$ cat src/rtl/wdg_pkg.sv
package wdg_pkg;
  typedef enum logic [2:0] {
    SEL_CTRL   = 3'd0,
    SEL_BARK   = 3'd1,
    SEL_BITE   = 3'd2,
    SEL_COUNT  = 3'd3,
    SEL_WREN   = 3'd4,
    SEL_IRQCLR = 3'd5,
    SEL_WAKE   = 3'd6
  } reg_sel_e;

  typedef struct packed {
    logic pause;
    logic enable;
  } ctrl_t;
endpackage

$ cat src/rtl/wdg_sync.sv
module wdg_sync #(
  parameter int STAGES = 2
) (
  input  logic clk,
  input  logic rst_n,
  input  logic d,
  output logic q
);
  logic [STAGES-1:0] chain;

  always_ff @(posedge clk or negedge rst_n) begin
    if (!rst_n) chain <= '0;
    else        chain <= {chain[STAGES-2:0], d};
  end

  assign q = chain[STAGES-1];
endmodule

$ cat src/rtl/wdg_cfg.sv
module wdg_cfg
  import wdg_pkg::*;
#(
  parameter int CNT_W = 32
) (
  input  logic             clk,
  input  logic             rst_n,
  input  logic             wr_en,
  input  logic [2:0]       wr_addr,
  input  logic [CNT_W-1:0] wr_data,
  output ctrl_t            ctrl,
  output logic [CNT_W-1:0] bark_th,
  output logic [CNT_W-1:0] bite_th,
  output logic             load,
  output logic [CNT_W-1:0] load_val,
  output logic             irq_clr,
  output logic             wake_clr,
  output logic             locked
);
  logic     wren;
  reg_sel_e sel;
  logic     open_wr;

  assign sel     = reg_sel_e'(wr_addr);
  assign open_wr = wr_en && wren;

  always_ff @(posedge clk or negedge rst_n) begin
    if (!rst_n) begin
      wren    <= 1'b1;
      ctrl    <= '0;
      bark_th <= '1;
      bite_th <= '1;
    end else begin
      if (wr_en && sel == SEL_WREN && !wr_data[0]) wren <= 1'b0;
      if (open_wr && sel == SEL_CTRL) ctrl <= ctrl_t'(wr_data[1:0]);
      if (open_wr && sel == SEL_BARK) bark_th <= wr_data;
      if (open_wr && sel == SEL_BITE) bite_th <= wr_data;
    end
  end

  assign load     = open_wr && sel == SEL_COUNT;
  assign load_val = wr_data;
  assign irq_clr  = wr_en && sel == SEL_IRQCLR && wr_data[0];
  assign wake_clr = wr_en && sel == SEL_WAKE && !wr_data[0];
  assign locked   = !wren;

  assert_lock_sticky_R8: assert property (@(posedge clk) disable iff (!rst_n)
    locked |=> locked);
  assert_locked_cfg_R8: assert property (@(posedge clk) disable iff (!rst_n)
    locked |=> ($stable(ctrl) && $stable(bark_th) && $stable(bite_th)));
endmodule

$ cat src/rtl/wdg_counter.sv
module wdg_counter #(
  parameter int CNT_W = 32
) (
  input  logic             clk,
  input  logic             rst_n,
  input  logic             tick,
  input  logic             enable,
  input  logic             pause_en,
  input  logic             sleep_s,
  input  logic             escalate,
  input  logic             load,
  input  logic [CNT_W-1:0] load_val,
  output logic [CNT_W-1:0] count
);
  logic halted;
  logic run;

  assign halted = escalate || (pause_en && sleep_s);
  assign run    = tick && enable && !halted;

  always_ff @(posedge clk or negedge rst_n) begin
    if (!rst_n)    count <= '0;
    else if (load) count <= load_val;
    else if (run)  count <= count + CNT_W'(1);
  end

  assert_esc_hold_R10: assert property (@(posedge clk) disable iff (!rst_n)
    (escalate && !load) |=> $stable(count));
  assert_sleep_hold_R9: assert property (@(posedge clk) disable iff (!rst_n)
    (pause_en && sleep_s && !load) |=> $stable(count));
  assert_idle_hold_R2: assert property (@(posedge clk) disable iff (!rst_n)
    ((!tick || !enable) && !load) |=> $stable(count));
endmodule

$ cat src/rtl/wdg_alarm.sv
module wdg_alarm #(
  parameter int CNT_W = 32
) (
  input  logic             clk,
  input  logic             rst_n,
  input  logic             enable,
  input  logic [CNT_W-1:0] count,
  input  logic [CNT_W-1:0] bark_th,
  input  logic [CNT_W-1:0] bite_th,
  input  logic             irq_clr,
  input  logic             wake_clr,
  output logic             bark_st,
  output logic             wake_req,
  output logic             bite_req
);
  logic bark_hit;
  logic bite_hit;

  assign bark_hit = enable && (count >= bark_th);
  assign bite_hit = enable && (count >= bite_th);

  always_ff @(posedge clk or negedge rst_n) begin
    if (!rst_n) begin
      bark_st  <= 1'b0;
      wake_req <= 1'b0;
      bite_req <= 1'b0;
    end else begin
      bark_st  <= bark_hit || (bark_st && !irq_clr);
      wake_req <= bark_hit || (wake_req && !wake_clr);
      bite_req <= bite_hit || bite_req;
    end
  end

  assert_bark_raise_R4: assert property (@(posedge clk) disable iff (!rst_n)
    bark_hit |=> (bark_st && wake_req));
  assert_bite_sticky_R7: assert property (@(posedge clk) disable iff (!rst_n)
    bite_req |=> bite_req);
  assert_wake_keep_R6: assert property (@(posedge clk) disable iff (!rst_n)
    (wake_req && !wake_clr) |=> wake_req);
  assert_quiet_off_R11: assert property (@(posedge clk) disable iff (!rst_n)
    (!enable && !bite_req) |=> !bite_req);
endmodule

$ cat src/rtl/wdog_guard.sv
module wdog_guard
  import wdg_pkg::*;
#(
  parameter int CNT_W       = 32,
  parameter int SYNC_STAGES = 2
) (
  input  logic             clk,
  input  logic             rst_n,
  input  logic             tick,
  input  logic             sleep_in,
  input  logic             escalate,
  input  logic             wr_en,
  input  logic [2:0]       wr_addr,
  input  logic [CNT_W-1:0] wr_data,
  output logic [CNT_W-1:0] count,
  output logic             bark_irq,
  output logic             bark_nmi,
  output logic             wake_req,
  output logic             bite_req,
  output logic             locked
);
  ctrl_t            ctrl;
  logic [CNT_W-1:0] bark_th;
  logic [CNT_W-1:0] bite_th;
  logic             load;
  logic [CNT_W-1:0] load_val;
  logic             irq_clr;
  logic             wake_clr;
  logic             sleep_s;
  logic             bark_st;

  wdg_sync #(.STAGES(SYNC_STAGES)) u_sync (
    .clk(clk), .rst_n(rst_n), .d(sleep_in), .q(sleep_s)
  );

  wdg_cfg #(.CNT_W(CNT_W)) u_cfg (
    .clk(clk), .rst_n(rst_n), .wr_en(wr_en), .wr_addr(wr_addr),
    .wr_data(wr_data), .ctrl(ctrl), .bark_th(bark_th), .bite_th(bite_th),
    .load(load), .load_val(load_val), .irq_clr(irq_clr),
    .wake_clr(wake_clr), .locked(locked)
  );

  wdg_counter #(.CNT_W(CNT_W)) u_counter (
    .clk(clk), .rst_n(rst_n), .tick(tick), .enable(ctrl.enable),
    .pause_en(ctrl.pause), .sleep_s(sleep_s), .escalate(escalate),
    .load(load), .load_val(load_val), .count(count)
  );

  wdg_alarm #(.CNT_W(CNT_W)) u_alarm (
    .clk(clk), .rst_n(rst_n), .enable(ctrl.enable), .count(count),
    .bark_th(bark_th), .bite_th(bite_th), .irq_clr(irq_clr),
    .wake_clr(wake_clr), .bark_st(bark_st), .wake_req(wake_req),
    .bite_req(bite_req)
  );

  assign bark_irq = bark_st;
  assign bark_nmi = bark_st;
endmodule

$ cat config.mk
export PLATFORM = sky130hd
export DESIGN_NAME = wdog_guard
export DESIGN_NICKNAME = d
export VERILOG_FILES = /design/src/rtl/wdg_pkg.sv /design/src/rtl/wdg_sync.sv /design/src/rtl/wdg_cfg.sv /design/src/rtl/wdg_counter.sv /design/src/rtl/wdg_alarm.sv /design/src/rtl/wdog_guard.sv
export SDC_FILE = /design/constraint.sdc
export NUM_CORES = 1
export LEC_CHECK = 0
export BUFFER_PORTS_ARGS = -buffer_cell sky130_fd_sc_hd__buf_2
export CAP_MARGIN = 20
export CORE_ASPECT_RATIO = 1.4
export CORE_MARGIN = 8
export CORE_UTILIZATION = 30
export DETAILED_ROUTE_END_ITERATION = 8
export GPL_TIMING_DRIVEN = 0
export PLACE_DENSITY = 0.49
export SLEW_MARGIN = 25
export SYNTH_ARGS = -nofsm -noshare
export SYNTH_HDL_FRONTEND = slang
export SYNTH_HIERARCHICAL = 1
export SYNTH_SLANG_ARGS = --single-unit
$ cat constraint.sdc
create_clock -name clk -period 2.7 [get_ports clk]
set_input_delay 0.405 -clock clk [delete_from_list [all_inputs] [get_ports clk]]
set_output_delay 0.405 -clock clk [all_outputs]
set_load 0.05 [all_outputs]
[Word level (Yosys, flattened, before mapping)]
Cells that the tools add are included.
Cells by class
  $add $sub $neg: 1
  $mul: 0
  divide/modulo/power cells: 0
  $lt $le $gt $ge: 2
  eq/ne operators: 6
  shift-type cells: 0
  multiplexer cells: 2
  bitwise logic cells: 0
  reductions and logical operators: 29
Operator list (number)
  $ge 32x32->1: 2
  $mux 32: 2
  $add 32x1->32 const B: 1
  $logic_and 1x1->1: 18
  $eq 3x3->1 const B: 3
  $eq 3x2->1 const B: 2
  $logic_not 1->1: 5
  $logic_or 1x1->1: 4
  $eq 3x1->1 const B: 1
  $logic_not 3->1: 1
  $reduce_bool 2->1: 1
Word-level totals
  flip-flop bits (word level): 104
  latch bits: 0
  RAM bits: 0
  bits in read-only memories: 0
  input bits: 41
  output and inout bits: 37
  memories: 0

[Depth between registers and ports, before layout]
Gate-level depths: netlist of the first run.
  word-level depth: 6
  depth in mapped cells: 8
  mapped depth without buffers: 7

[Hierarchy]
Netlist of the first run, hierarchy kept.
By module, submodules not included
  wdg_cfg: times used 1, cells an instance 184, area each 2916.5 um2, seq. area each 1757.9 um2
  wdg_counter: times used 1, cells an instance 236, area each 2047.0 um2, seq. area each 800.8 um2
  wdg_alarm: times used 1, cells an instance 226, area each 1689.1 um2, seq. area each 75.1 um2
  wdg_sync: times used 1, cells an instance 2, area each 50.0 um2, seq. area each 50.0 um2
  wdog_guard: times used 1, cells an instance 1, area each 7.5 um2, seq. area each 0.0 um2

[Least setup slack after synthesis of the first run]
OpenSTA, ideal clock, no wires.
  path type: flip-flop to flip-flop
  start: register u_counter.count[1]
  end: register u_counter.count[12]
  library setup time: 0.070 ns
  arrival time: 2.308 ns
  required time: 2.630 ns
  path slack: 0.322 ns
  cell stages (with the launch flop): 8
  buffers on the path: 2
  period minus slack after synthesis: 2.378 ns
  cell sequence: dfrtp_1 > ha_1 > nand4_1 > or2_2 > clkbuf_1 > clkbuf_1 > or4_1 > nand3_1
On the way
  longest elaborated chain between the ends: 3
Ends and longest elaborated chain
  start: declaration: RTL line wdg_counter.sv:13  | output logic [CNT_W-1:0] count
  start signal: assignment: RTL line wdg_counter.sv:23  | else if (load) count <= load_val;
  start signal: assignment: RTL line wdg_counter.sv:24  | else if (run) count <= count + CNT_W'(1);
  $add 32x1->32: RTL line wdg_counter.sv:24
  $mux 32: RTL line wdg_counter.sv:24
  $mux 32: RTL line wdg_counter.sv:23
No other way between the ends. The select of a mux whose other input is x is not followed.
A chain may end at the register's enable or synchronous reset.

[Worst setup path in the final report of the first run]
  start: register u_counter.count[0]
  end: register u_alarm.bite_req
On the way
  longest elaborated chain between the ends: 3
Ends and longest elaborated chain
  $ge 32x32->1: RTL line wdg_alarm.sv:20  | assign bite_hit = enable && (count >= bite_th);
  $logic_and 1x1->1: RTL line wdg_alarm.sv:20
  $logic_or 1x1->1: RTL line wdg_alarm.sv:30  | bite_req <= bite_hit || bite_req;
  end signal: assignment: RTL line wdg_alarm.sv:30
  end: declaration: RTL line wdg_alarm.sv:14  | output logic bite_req
No other way between the ends.

==> results.yml, run 1 <==
min_path:
  hold_path.class: "input pin to asynchronous set/reset pin"
critical_path:
  crit_path_start_kind: "register"
  r2r_start: "u_counter/count[0]"
  end_kind: "register"
  cp.arrival_ns: 2.75
  cp-startpoint: "u_counter/count[0]"
  worst-setup-path-type: "register to register"
  required_ns: 2.91
  cp_max_fo: 7
pwr:
  power.total_mw: 7.25
  p_per_area_nw_per_um2: 931
  vdd_drop_max_v: 0.000500
  switching_share_pct: 41.5
  p_switching_mw: 3.01
  p_comb_share_pct: 42.4
  seq_power_share_pct: 39.9
  power_leakage_nw: 3.38
  p_int_mw: 4.24
  power_frac_clock_pct: 17.7
timing:
  whs_ns: -0.000204
  fmax_ghz: 0.394
  layout_min_cycle_time_ns: 2.54
  skew_ns: 0.0103
  tightestPinTransition_ns: 0.594
  grt_setup_unrepaired: "no"
  final_hold_viol_count: 1
  drv_slew: 0
  max-slew-margin-rel_pct: 59.4
  setup_viol: 0
  finalCritPeriodShare_pct: 94.0
drt:
  drcViolationCount: 0
  first_pass_iters: 6
  ant_nets: 0
  num_vias: 5071
  avgViaCountPerCell: 4.88
  drt_wl_total_um: 17900
  drt_iter0_markers: 252
  routedWlPerCell_um: 17.2
synth:
  netlist_area_um2: 6710
  synth_seq_cells: 104
  synth_top_area_share_pct: 25.5
  ys_warn_count: 6
  synthAdderAreaFrac_pct: 12.1
  synth_top_family_by_area: "simple AND/OR/NAND/NOR gates"
  synth_compound_area_share_pct: 10.5
  yosys.area_share.xor_xnor_pct: 0.914
  yosys.area_share.simple_pct: 15.5
  synthTopCellsByArea: "dfstp_2, dfrtp_1, ha_1, mux2_2, inv_1"
  synth_common_cells: "inv_1, dfstp_2, ha_1, mux2_2, dfrtp_1"
  ys.flop_type: "dfstp_2"
  syn-num-nets: 755
  synthArstFlopShare_pct: 100
  yosysSeqAreaShare_pct: 40.0
  synth_edf_count: 0
  syn_area_per_cell_um2: 10.3
  synthCells: 649
  synth.distinct_cells: 57
  yosysTopAreaCell: "dfstp_2"
  synthMostInstantiatedCell: "inv_1"
  yosys-mux-area-fraction_pct: 11.2
final_layout:
  area_growth_pct: 16.1
  fin_cells: 1040
  final_util_pct: 35.5
  antennaDiodeCount: 0
  fin_nets: 844
  drive_gt1_share_pct: 36.7
global_routing:
  antenna_found_initial: 0
  grt_usage_pct: 13.5
  grt_pass1_wl_um: 28400
  grt_util_met2_pct: 24.6
  grtUsageMet3_pct: 2.49
  grt_max_degree: 54
  grt_pass1_vias: 5112
  grt_use_met1_pct: 15.7
  top_usage_layer: "met2"
  overflow: 0
cts:
  cts_tree: "done"
  cts.sinks: 104
  cts_root_buf: "clkbuf_16"
  clk_path_buf_depth: 2
  cts_resized: 2
  cts_hold_buf: 0
  post-cts-setup-buffers: 0
  clk_pin_slew_ns: 0.07
  cts_made_buffers: 9
  htreeDepth: 3
  clk_latency_ns: 0.35
floorplanning:
  coreArea_um2: 21900
  start_util_pct: 30.6
  die_h_um: 193
  io_pins: 78
  die_w_um: 142
  dieArea_um2: 27500
  rows: 64
status:
  outcome: "complete, but fails checks"
  violations: "negative hold slack"
job:
  max-cap-violations: 0
place:
  dp.cells: 1024
  place_congestion: 0.731
  dp_hpwl_um: 13800
  io_buffers: 77
-- flip-flops by register name (all words and copies together) (netlist names) --
name	flops
u_cfg/bark_th	32
u_cfg/bite_th	32
u_cfg/wren	1
u_cfg/ctrl	2
u_sync/chain	2
u_alarm/bite_req	1
u_alarm/bark_st	1
u_counter/count	32
u_alarm/wake_req	1
-- logic make-up after synthesis --
kind of cell	count (synthesis)
buf+inv	125
mux	67
compound gates	106
flops	104
xor+xnor	7
fa+ha+maj	65
simple gates	175
-- metrics by stage --
step / setup WS [ns] / setup TNS (ns) / instance area (um2)
6_report: 0.163 / 0 / 7790
5_1_grt: 0.0165 / 0 / 7790
4_1_cts: 0.0632 / 0 / 7790
3_5_place_dp: -0.248 / -0.248 / 7500
3_3_place_gp: -0.251 / -4.48 / 7470
2_1_floorplan: 0.322 / 0 / 6710
-- layout by cell type (no fill, tap or decap), types with 28 or more instances in the layout --
master   synthesis  routed
buf_2            0      76
inv_1           70      70
ha_1            65      65
dfstp_2         65      65
mux2_2          63      63
dfrtp_1         39      39
nand2_1         36      36
buf_4           34      34
nor2_1          28      28
-- power groups by stage --
stage	Combinational [mW]	Clock [mW]	Sequential, mW
2_1_floorplan	1.78	0	3.30
3_3_place_gp	3.05	0	2.92
3_5_place_dp	3.09	0	2.94
4_1_cts	3.13	1.34	2.92
5_1_grt	3.45	1.40	3.01
6_report	3.07	1.28	2.89
-- critical path: stages, from the launching register on --
cell,delay [ns]
dfrtp_1,0.50
inv_1,0.10
ha_1,0.29
nand2b_1,0.18
a2111oi_1,0.55
o21ai_1,0.23
a211oi_2,0.39
o211ai_1,0.15
-- path summary, 6_finish.rpt --
| kind | depth (start not counted) | end | slack (ns) |
|---|---|---|---|
| setup / recovery | 7 | u_alarm/bite_req | 0.16 |
| hold / removal | 1 | u_counter/count[4] | -0.0002 |
| setup reg to reg | 7 | u_alarm/bite_req | 0.16 |
| hold reg to reg | 0 | u_sync/chain[1] | 0.36 |
| max in group asynchronous | 2 | u_cfg/bite_th[29] | 1.99 |
| min in group clk | 1 | u_sync/chain[0] | 0.16 |
-- metal layers --
layer  share of wire [%]  routed length [um]
met1                  42                7440
met2                  53                9570
met5                   0                   0
met3                 3.6                 643
met4                 1.4                 257
-- layout make-up --
class / count / area [um2]
Buffer: 55 / 394
Clock buffer: 12 / 256
Clock inverter: 4 / 26.3
Fill cell: 2305 / 14200
Inverter: 70 / 263
Multi-Input combinational cell: 420 / 3380
Sequential cell: 104 / 2680
Tap cell: 297 / 372
Timing Repair Buffer: 78 / 419
(Power assumes the default switching activity.)
==> run 2, diff against run 1 <==
- clock period: 2.7 -> 3.3 ns (I/O delays scaled with it)
==> results.yml, run 2 (synthesis gave the netlist of run 1 again) <==
cts:
  htreeDepth: 3
  clk_latency_ns: 0.35
  cts.sinks: 104
  cts_resized: 0
  clk_path_buf_depth: 2
  cts_made_buffers: 9
  cts_tree: "done"
  cts_root_buf: "clkbuf_16"
  clk_pin_slew_ns: 0.07
  cts_hold_buf: 0
  post-cts-setup-buffers: 0
critical_path:
  cp.arrival_ns: 3.00
  crit_path_start_kind: "register"
  required_ns: 3.51
  end_kind: "register"
  worst-setup-path-type: "register to register"
  cp_max_fo: 7
timing:
  setup_slack_ns: 0.503
  setup_viol: 0
  grt_setup_unrepaired: "no"
  layout_min_cycle_time_ns: 2.80
  drv_slew: 0
  fmax_ghz: 0.358
  finalCritPeriodShare_pct: 84.8
  tightestPinTransition_ns: 0.608
  max-slew-margin-rel_pct: 58.4
  skew_ns: 0.0103
  finalSetupTns_ns: 0
  final_hold_viol_count: 0
place:
  dp_hpwl_um: 13800
  place_congestion: 0.731
  io_buffers: 77
  post-place-ws_ns: 0.352
drt:
  drcViolationCount: 0
  num_vias: 5067
  first_pass_iters: 5
  avgViaCountPerCell: 4.87
  drt_iter0_markers: 267
  routedWlPerCell_um: 17.2
  ant_nets: 0
  drt_wl_total_um: 17900
pwr:
  power_leakage_nw: 3.38
  vdd_drop_max_v: 0.000405
  p_per_area_nw_per_um2: 761
  power.total_mw: 5.92
floorplanning:
  die_w_um: 142
  io_pins: 78
  die_h_um: 193
  coreArea_um2: 21900
  dieArea_um2: 27500
  rows: 64
  start_util_pct: 30.6
global_routing:
  antenna_found_initial: 0
  grt_max_degree: 54
  grt_usage_pct: 13.5
  grt_pass1_wl_um: 28400
  overflow: 0
  grt_pass1_vias: 5109
final_layout:
  top_regs: "u_cfg/bark_th: 32 flops, u_cfg/bite_th: 32 flops, u_counter/count: 32 flops"
  fin_nets: 844
  drive_gt1_share_pct: 36.6
  final_cell_mix: "buf_2, inv_1, ha_1, dfstp_2, mux2_2"
  antennaDiodeCount: 0
  nFillCells: 2306
  final_common_cell: "buf_2"
  area_growth_pct: 16.0
job:
  max-cap-violations: 0
min_path:
  hold_path.class: "input pin to asynchronous set/reset pin"
status:
  outcome: "completed"
## run 2: cell types whose count changed in the layout (fill, tap and decap cells not counted)
cell and delta:
a2111oi_0 +1, a2111oi_1 -1, a211oi_1 +1, a211oi_2 -1
## run 2: final timing paths
path                                          from            endpoint  slack (ns)  cells after the start
worst min register to register     u_sync/chain[0]     u_sync/chain[1]        0.36                      0
worst min-delay path                         rst_n  u_counter/count[4]        0.09                      1
min in group clk                          sleep_in     u_sync/chain[0]        0.25                      1
worst max register to register  u_counter/count[0]    u_alarm/bite_req        0.50                      7
max in group asynchronous                    rst_n   u_cfg/bite_th[29]        2.50                      2
worst max-delay path            u_counter/count[0]    u_alarm/bite_req        0.50                      7
## run 2: routing by layer
metal	track usage (%)	part of all wire (%)	vias up
met5	0	0	-
met4	3.98	1.5	0
met3	2.49	3.6	10
met2	24.6	53	76
met1	15.7	42	2486
li1	-	-	2495
## run 2: power by group
| group | switching [mW] | internal (mW) | total (mW) |
|---|---|---|---|
| sequential | 0.485 | 1.88 | 2.37 |
| clock | 0.496 | 0.555 | 1.05 |
| combinational | 1.47 | 1.03 | 2.50 |
| total | 2.45 | 3.47 | 5.92 |
## run 2: layout make-up
cell class                 instances  area (um2)  share of cell area (%)
inverter                          70         263                    3.38
sequential                       104        2680                    34.5
clock inverter                     4        26.3                   0.338
timing repair buffer              78         419                    5.38
clock buffer                      12         256                    3.30
buffer                            55         394                    5.06
tap                              297         372                    4.77
multi-input combinational        420        3370                    43.3
## run 2: critical path: stages, from the launching register on
cell	delay, ns
dfrtp_1	0.50
inv_1	0.10
ha_1	0.29
nand2b_1	0.17
a2111oi_0	0.61
o21ai_1	0.22
a211oi_1	0.57
o211ai_1	0.18
## run 2: metrics by stage
step	instances	instance area (um2)	hold slack, ns	utilization, %
final	1040	7780	0.0901	35.5
after global routing	1040	7780	0.126	35.5
after detailed placement	1024	7500	0.340	34.2
after global placement	1023	7470	0.335	34.0
after CTS	1040	7780	0.108	35.5
after floorplan	649	6710	0.199	-
